[src/rtl/addr_dec_pkg.sv]
package addr_dec_pkg;

  // Which source drives the read-data path in the current cycle.
  typedef enum logic [1:0] {
    SRC_NONE = 2'd0,
    SRC_PORT = 2'd1,
    SRC_BANK = 2'd2
  } rd_src_t;

  localparam int DEF_ADDR_W   = 16;
  localparam int DEF_DATA_W   = 8;
  localparam int DEF_SEL_BITS = 3;

endpackage

[src/rtl/ad_bank_select.sv]
module ad_bank_select #(
  parameter int SEL_BITS = 3,
  localparam int NB = 1 << SEL_BITS
) (
  input  logic [SEL_BITS-1:0] sel,
  input  logic                strobe,
  input  logic                port_hit,
  output logic [NB-1:0]       cs_n,
  output logic                any_sel
);

  // A bank may be selected only while the strobe is high and the port decode
  // has not claimed the access.
  logic bank_ok;
  assign bank_ok = strobe && !port_hit;

  for (genvar g = 0; g < NB; g++) begin : g_bank
    assign cs_n[g] = !(bank_ok && (sel == SEL_BITS'(g)));
  end

  assign any_sel = !(&cs_n);

endmodule

[src/rtl/ad_port_unit.sv]
module ad_port_unit #(
  parameter int              ADDR_W    = 16,
  parameter int              DATA_W    = 8,
  parameter logic [ADDR_W-1:0] PORT_ADDR = '0
) (
  input  logic              clk,
  input  logic              rst_n,
  input  logic [ADDR_W-1:0] addr,
  input  logic              strobe,
  input  logic              rd_wr,
  input  logic [DATA_W-1:0] wdata,
  output logic              port_hit,
  output logic [DATA_W-1:0] out_latch
);

  logic load_en;

  assign port_hit = strobe && (addr == PORT_ADDR);
  assign load_en  = port_hit && !rd_wr;

  always_ff @(posedge clk or negedge rst_n) begin
    if (!rst_n) begin
      out_latch <= '0;
    end else if (load_en) begin
      out_latch <= wdata;
    end
  end

endmodule

[src/rtl/ad_read_steer.sv]
module ad_read_steer
  import addr_dec_pkg::*;
#(
  parameter int DATA_W   = 8,
  parameter int SEL_BITS = 3,
  localparam int NB = 1 << SEL_BITS
) (
  input  rd_src_t              src,
  input  logic                 rd_wr,
  input  logic [SEL_BITS-1:0]  sel,
  input  logic [NB*DATA_W-1:0] bank_lanes,
  input  logic [DATA_W-1:0]    in_port,
  output logic [DATA_W-1:0]    rdata,
  output logic                 no_dev
);

  logic [DATA_W-1:0] lane [NB];

  for (genvar g = 0; g < NB; g++) begin : g_lane
    assign lane[g] = bank_lanes[g*DATA_W +: DATA_W];
  end

  always_comb begin
    rdata  = '0;
    no_dev = 1'b0;
    if (rd_wr) begin
      unique case (src)
        SRC_PORT: rdata = in_port;
        SRC_BANK: rdata = lane[sel];
        default:  no_dev = 1'b1;
      endcase
    end
  end

endmodule

[src/rtl/addr_dec_top.sv]
module addr_dec_top
  import addr_dec_pkg::*;
#(
  parameter int ADDR_W   = DEF_ADDR_W,
  parameter int DATA_W   = DEF_DATA_W,
  parameter int SEL_BITS = DEF_SEL_BITS,
  parameter logic [ADDR_W-1:0] PORT_ADDR = '0,
  localparam int NB    = 1 << SEL_BITS,
  localparam int LOC_W = ADDR_W - SEL_BITS
) (
  input  logic                 clk,
  input  logic                 rst_n,
  input  logic [ADDR_W-1:0]    bus_addr,
  input  logic                 addr_valid,
  input  logic                 bus_read,
  input  logic [DATA_W-1:0]    wdata,
  output logic [DATA_W-1:0]    rdata,
  output logic                 no_dev,
  output logic [NB-1:0]        bank_cs_n,
  output logic [LOC_W-1:0]     bank_loc,
  input  logic [NB*DATA_W-1:0] bank_rdata,
  input  logic [DATA_W-1:0]    in_port,
  output logic [DATA_W-1:0]    out_port
);

  logic [SEL_BITS-1:0] sel;
  logic                port_hit;
  logic                any_sel;
  rd_src_t             src;

  assign sel      = bus_addr[ADDR_W-1 -: SEL_BITS];
  assign bank_loc = bus_addr[LOC_W-1:0];

  ad_port_unit #(
    .ADDR_W(ADDR_W), .DATA_W(DATA_W), .PORT_ADDR(PORT_ADDR)
  ) u_port (
    .clk(clk), .rst_n(rst_n), .addr(bus_addr), .strobe(addr_valid),
    .rd_wr(bus_read), .wdata(wdata), .port_hit(port_hit), .out_latch(out_port)
  );

  ad_bank_select #(.SEL_BITS(SEL_BITS)) u_sel (
    .sel(sel), .strobe(addr_valid), .port_hit(port_hit),
    .cs_n(bank_cs_n), .any_sel(any_sel)
  );

  always_comb begin
    if (!addr_valid)   src = SRC_NONE;
    else if (port_hit) src = SRC_PORT;
    else if (any_sel)  src = SRC_BANK;
    else               src = SRC_NONE;
  end

  ad_read_steer #(.DATA_W(DATA_W), .SEL_BITS(SEL_BITS)) u_steer (
    .src(src), .rd_wr(bus_read), .sel(sel), .bank_lanes(bank_rdata),
    .in_port(in_port), .rdata(rdata), .no_dev(no_dev)
  );

endmodule

[config.mk]
export PLATFORM = sky130hd
export DESIGN_NAME = addr_dec_top
export DESIGN_NICKNAME = d
export VERILOG_FILES = /design/src/rtl/addr_dec_pkg.sv /design/src/rtl/ad_bank_select.sv /design/src/rtl/ad_port_unit.sv /design/src/rtl/ad_read_steer.sv /design/src/rtl/addr_dec_top.sv
export SDC_FILE = /design/constraint.sdc
export NUM_CORES = 1
export LEC_CHECK = 0
export BUFFER_PORTS_ARGS = -buffer_cell sky130_fd_sc_hd__buf_2
export CORE_MARGIN = 1.5
export CORE_UTILIZATION = 36
export CTS_CLUSTER_DIAMETER = 50
export DETAILED_ROUTE_END_ITERATION = 10
export PLACE_DENSITY = 0.9
export SLEW_MARGIN = 10
export SYNTH_ARGS = -nofsm -noshare
export SYNTH_HDL_FRONTEND = slang
export SYNTH_SLANG_ARGS = --single-unit
[constraint.sdc]
create_clock -name clk -period 3.66 [get_ports clk]
set_input_delay 0.732 -clock clk [delete_from_list [all_inputs] [get_ports clk]]
set_output_delay 0.732 -clock clk [all_outputs]
set_load 0.01 [all_outputs]
## Word-level counts from Yosys, hierarchy flattened

Index checks and enable logic that the tools add are counted.

- Memory bits (read-only): 0
- Bits of input ports: 100
- Bits in writable memories: 0
- Bits in registers: 8
- Memories kept: 0
- Bits in latches: 0
- Word-level logic and storage cells: 47
- Output and inout port bits: 38

- Div/mod/pow operators: 0
- Shifts and indexed selects: 0
- Reduce and logical (&&, ||, !) cells: 25
- $mul: 0
- Mux-type cells: 10
- Bitwise operators: 1
- Equal/unequal tests: 9
- Add/subtract/negate cells: 0
- Magnitude comparators: 1

Operators with widths:

| operator | count |
|---|---|
| $bmux 8 s3 | 1 |
| $mux 8 | 3 |
| $logic_not 16->1 | 1 |
| $pmux 8 s2 | 1 |
| $eq 3x3->1 const B | 4 |
| $logic_and 1x1->1 | 11 |
| $logic_not 1->1 | 10 |
| $reduce_and 8->1 | 1 |
| $eq 3x2->1 const B | 2 |
| $mux 2 | 3 |
| $ge 4x4->1 const B | 1 |
| $not 3->4 | 1 |
| $eq 3x1->1 const B | 1 |
| $logic_not 3->1 | 1 |
| $eq 2x1->1 const B | 1 |
| $eq 2x2->1 const B | 1 |
| $mux 1 | 2 |
| $reduce_or 2->1 | 1 |

## Longest topological paths before layout

- Word-level depth: 14
- Mapped depth: 6
- Mapped depth without buffers: 4

## By module

From an unflattened synthesis, not the netlist that was laid out.

- Cells, all modules: 129
- Area total of the unflattened synthesis: 1273.7 um2

By module, submodules not included:

| module | seq. area each (um2) | cells each | times used | area an instance (um2) |
|---|---|---|---|---|
| ad_read_steer | 0.0 | 75 | 1 | 726.9 |
| ad_port_unit | 200.2 | 25 | 1 | 355.3 |
| addr_dec_top | 0.0 | 15 | 1 | 113.9 |
| ad_bank_select | 0.0 | 14 | 1 | 77.6 |

## Least setup slack after synthesis

Ideal clock, no wire load.

- Kind: in2out
- From: input bus_addr[14]
- To: output rdata[5]
- Cell stages on the path: 6
- Path slack: 909 ps
- Path buffers: 2
- Data arrival time: 2019 ps
- Path through: buf_6 -> nor4_4 -> nand4_2 -> clkbuf_1 -> and3_1 -> nor3_1

- Word-level cells in the longest chain between the ends: 13
- Elaborated cells on any way between the ends: 40

RTL lines:

| what | RTL line | text |
|---|---|---|
| start, declared | addr_dec_top.sv:13 | `input logic [ADDR_W-1:0] bus_addr,` |
| $logic_not 16->1 | ad_port_unit.sv:18 | `assign port_hit = strobe && (addr == PORT_ADDR);` |
| $logic_and 1x1->1 | ad_port_unit.sv:18 |  |
| $logic_not 1->1 | ad_bank_select.sv:15 | `assign bank_ok = strobe && !port_hit;` |
| $logic_and 1x1->1 | ad_bank_select.sv:15 |  |
| $logic_and 1x1->1 | ad_bank_select.sv:18 | `assign cs_n[g] = !(bank_ok && (sel == SEL_BITS'(g)));` |
| $logic_not 1->1 | ad_bank_select.sv:18 |  |
| $reduce_and 8->1 | ad_bank_select.sv:21 | `assign any_sel = !(&cs_n);` |
| $mux 2 | addr_dec_top.sv:49 | `else if (any_sel) src = SRC_BANK;` |
| $mux 2 | addr_dec_top.sv:48 | `else if (port_hit) src = SRC_PORT;` |
| $mux 2 | addr_dec_top.sv:47 | `if (!addr_valid) src = SRC_NONE;` |
| $eq 2x2->1 or $eq 2x1->1 (tied branches) | ad_read_steer.sv:27 | `unique case (src)` |
| $pmux 8 s2 (*) | ad_read_steer.sv:27 |  |
| $mux 8 (*) | ad_read_steer.sv:26 | `if (rd_wr) begin` |
| end, declared | addr_dec_top.sv:17 | `output logic [DATA_W-1:0] rdata,` |

Every way passes the cells marked *; elsewhere a longest branch is shown, timed or not. The select of a mux whose other input is x is not followed.

## Worst setup path after layout

- From: input bus_addr[15]
- To: output rdata[2]

Same word-level chain as after synthesis.

==> results.cfg <==
[outcome]
status = completed

[power_and_ir_drop]
leakage_uw = 0.000971
cellInternalPower_uw = 214
vdd_drop_max_v = 0.0000679
p_per_area_nw_per_um2 = 169
p_seq_share_pct = 29.7
switching_share_pct = 28.6
comb_power_share_pct = 49.7
power.switching_uw = 85.5
clkPwrFrac_pct = 20.6

[layout]
fillCellCount = 292
diodes = 0
largest_reg_flops = 8
max_flop_register = u_port.out_latch
drive_above_1_share_pct = 70.4
final_core_util_pct = 58.1
top_regs = u_port.out_latch (8)
nets = 335
area_growth_pct = 54.0

[critical_path]
cp_top_family = simple AND/OR/NAND/NOR gates
cp_num_buf_inv = 2
crit_required_ns = 2.93
arrival_ns = 2.56
worstSetupPathType = input port to primary output
worstPathMaxFanout = 22
cp_common_cell = buf_2
cp_cell_sequence = buf_2, nor4_1, nand4_2, and3_1, nor3_1, buf_2
worst_setup_path_end_kind = primary output
start_kind = input port
crit_path_max_incr_delay_ns = 0.46
cp_slowest_cell = nand4_2

[floorplan]
ioPinCount = 138
die_x_um = 59.5
rows = 20
die_h_um = 59.5
dieArea_um2 = 3550
start_util_pct = 37.7
coreArea_um2 = 3050

[yosys]
netlist.area_leader.share_pct = 25.4
syn_inst = 114
ys_seq_area_share_pct = 17.4
synth-main-ff-cell = dfrtp_1
syn-num-nets = 214
yosys.area.top_type = mux4_2
ys_warn_count = 0
synth_area_per_cell_um2 = 10.1
synthArstFlopShare_pct = 100
synth_enable_flop_cells = 0
ys_ff_latch = 8
yosysUniqueCellTypes = 21
yosys-top-cells-area = mux4_2 (25%), dfrtp_1 (17%), buf_4 (9.1%), mux2_2 (7.8%), mux4_1 (6.8%)
syn-cell-area_um2 = 1150

[routing]
postRouteAntennaNets = 0
dr.pass1.iters = 4
viasPerCell = 4.91
dr_wl_met3_um = 277
wire_per_inst_um = 12.7
drtIter0Drc = 28
drcViolationCount = 0
route.met2.wl_mm = 1.89
vias = 1360
wl_met1_mm = 1.26
wl_mm = 3.53
top_layer = met4

[sta]
fin_skew_ns = 0
setup_tns_ns = 0
final_max_slew_viol_count = 0
hold_violations = 0
period_needed_ns = 3.30
timing.fmax_mhz = 303
worst_pin_slew_ns = 0.590
finalSetupViolations = 0
post-route-period-util_pct = 90.0
rsz0062_at_grt = false
relSlewSlack_pct = 60.7

[clock_network]
clock_path_buffers = 2
clk_pin_slew_ns = 0.05
insertion_delay_ns = 0.24
htree_levels = 1
root_buffer = clkbuf_4
clock-sinks = 8
cts_buffers = 3
cts_setup_buffers = 0
cts_tree = yes
post_cts_resized = 0
ctsHoldBuffers = 0

[global_routing]
antenna_found_initial = 0
grt-ovfl-total = 0
grt_use_total_pct = 19.6
grt_max_degree = 23
grt_pass1_vias = 1288
grt_pass1_wl_mm = 5.28

[placed_design]
dp_hpwl_mm = 3.11
io_buffers = 137
gp_congestion = 0.774

[flow_run]
drv_cap = 0

[min_path]
hp-class = input port to async pin
## path summary, 6_finish.rpt
kind	cells past startpoint	start	endpoint	slack, ns
min reg2reg	1	u_port.out_latch[3]	u_port.out_latch[3]	0.50
min in group clk	1	u_port.out_latch[3]	u_port.out_latch[3]	0.50
max reg2reg	1	u_port.out_latch[1]	u_port.out_latch[1]	2.90
max	6	bus_addr[15]	rdata[2]	0.36
min	1	rst_n	u_port.out_latch[7]	0.32
max in group asynchronous	1	rst_n	u_port.out_latch[5]	3.19
## power groups by stage
stage                     clock, uW  combinational (uW)  sequential, uW
final                          61.8                 149            88.7
after global routing           65.6                 164            88.6
after CTS                      63.6                 151            88.7
after detailed placement          0                 150            90.1
after global placement            0                 146            90.1
after floorplan                   0                84.7            90.1
## cell usage in the layout, fill, tap and decap left out
cell / instances
nor3_1: 8
nor4_1: 3
nor3b_4: 1
buf_2: 137
mux2_2: 8
clkbuf_4: 3
dfrtp_1: 8
nor2_1: 9
nand4_2: 1
and2_1: 1
nor4_4: 1
nand3_1: 4
and3b_1: 1
nor2b_1: 3
and3_1: 8
mux4_1: 3
nand2_1: 13
mux4_2: 13
nand2b_1: 8
## Yosys cell counts, types with 4 or more instances
master and number:
nand3_1 4, dfrtp_1 8, and3_1 8, nor3_1 8
buf_4 14, nand2b_1 8, nor2_1 9, nand2_1 13
mux2_2 8, clkbuf_1 4, mux4_2 13
## through the flow
| stage | setup slack, ns | std cells | hold WS (ns) | total power, uW | instance area [um^2] |
|---|---|---|---|---|---|
| floorplan | 0.909 | 114 | 0.436 | 175 | 1150 |
| global placement | 0.544 | 274 | 0.485 | 236 | 1750 |
| detailed placement | 0.428 | 274 | 0.492 | 241 | 1750 |
| CTS | 0.400 | 277 | 0.313 | 303 | 1770 |
| global route | 0.107 | 277 | 0.324 | 318 | 1770 |
| finish | 0.364 | 277 | 0.315 | 299 | 1770 |
## cell families (layout without fill, tap and decap cells)
kind of cell	after synthesis	count (layout)	synth area share, %
buf+inv	21	140	12.3
flops	8	8	17.4
mux	24	24	40.1
simple gates	61	61	30.2
## layer usage
| metal | vias up | track usage (%) |
|---|---|---|
| met5 | - | 0 |
| met4 | 0 | 9.52 |
| met3 | 12 | 1.97 |
| met2 | 81 | 36.9 |
| met1 | 611 | 21.6 |
| li1 | 656 | - |
## layout make-up
cell class                      count  area, um^2  share of cell area [%]
Multi-Input combinational cell     85         810                    45.7
Sequential cell                     8         200                    11.3
Clock buffer                        3        22.5                    1.27
Timing Repair Buffer              137         686                    38.7
Tap cell                           44        55.1                    3.11
Power figures use the tool's default switching activity.
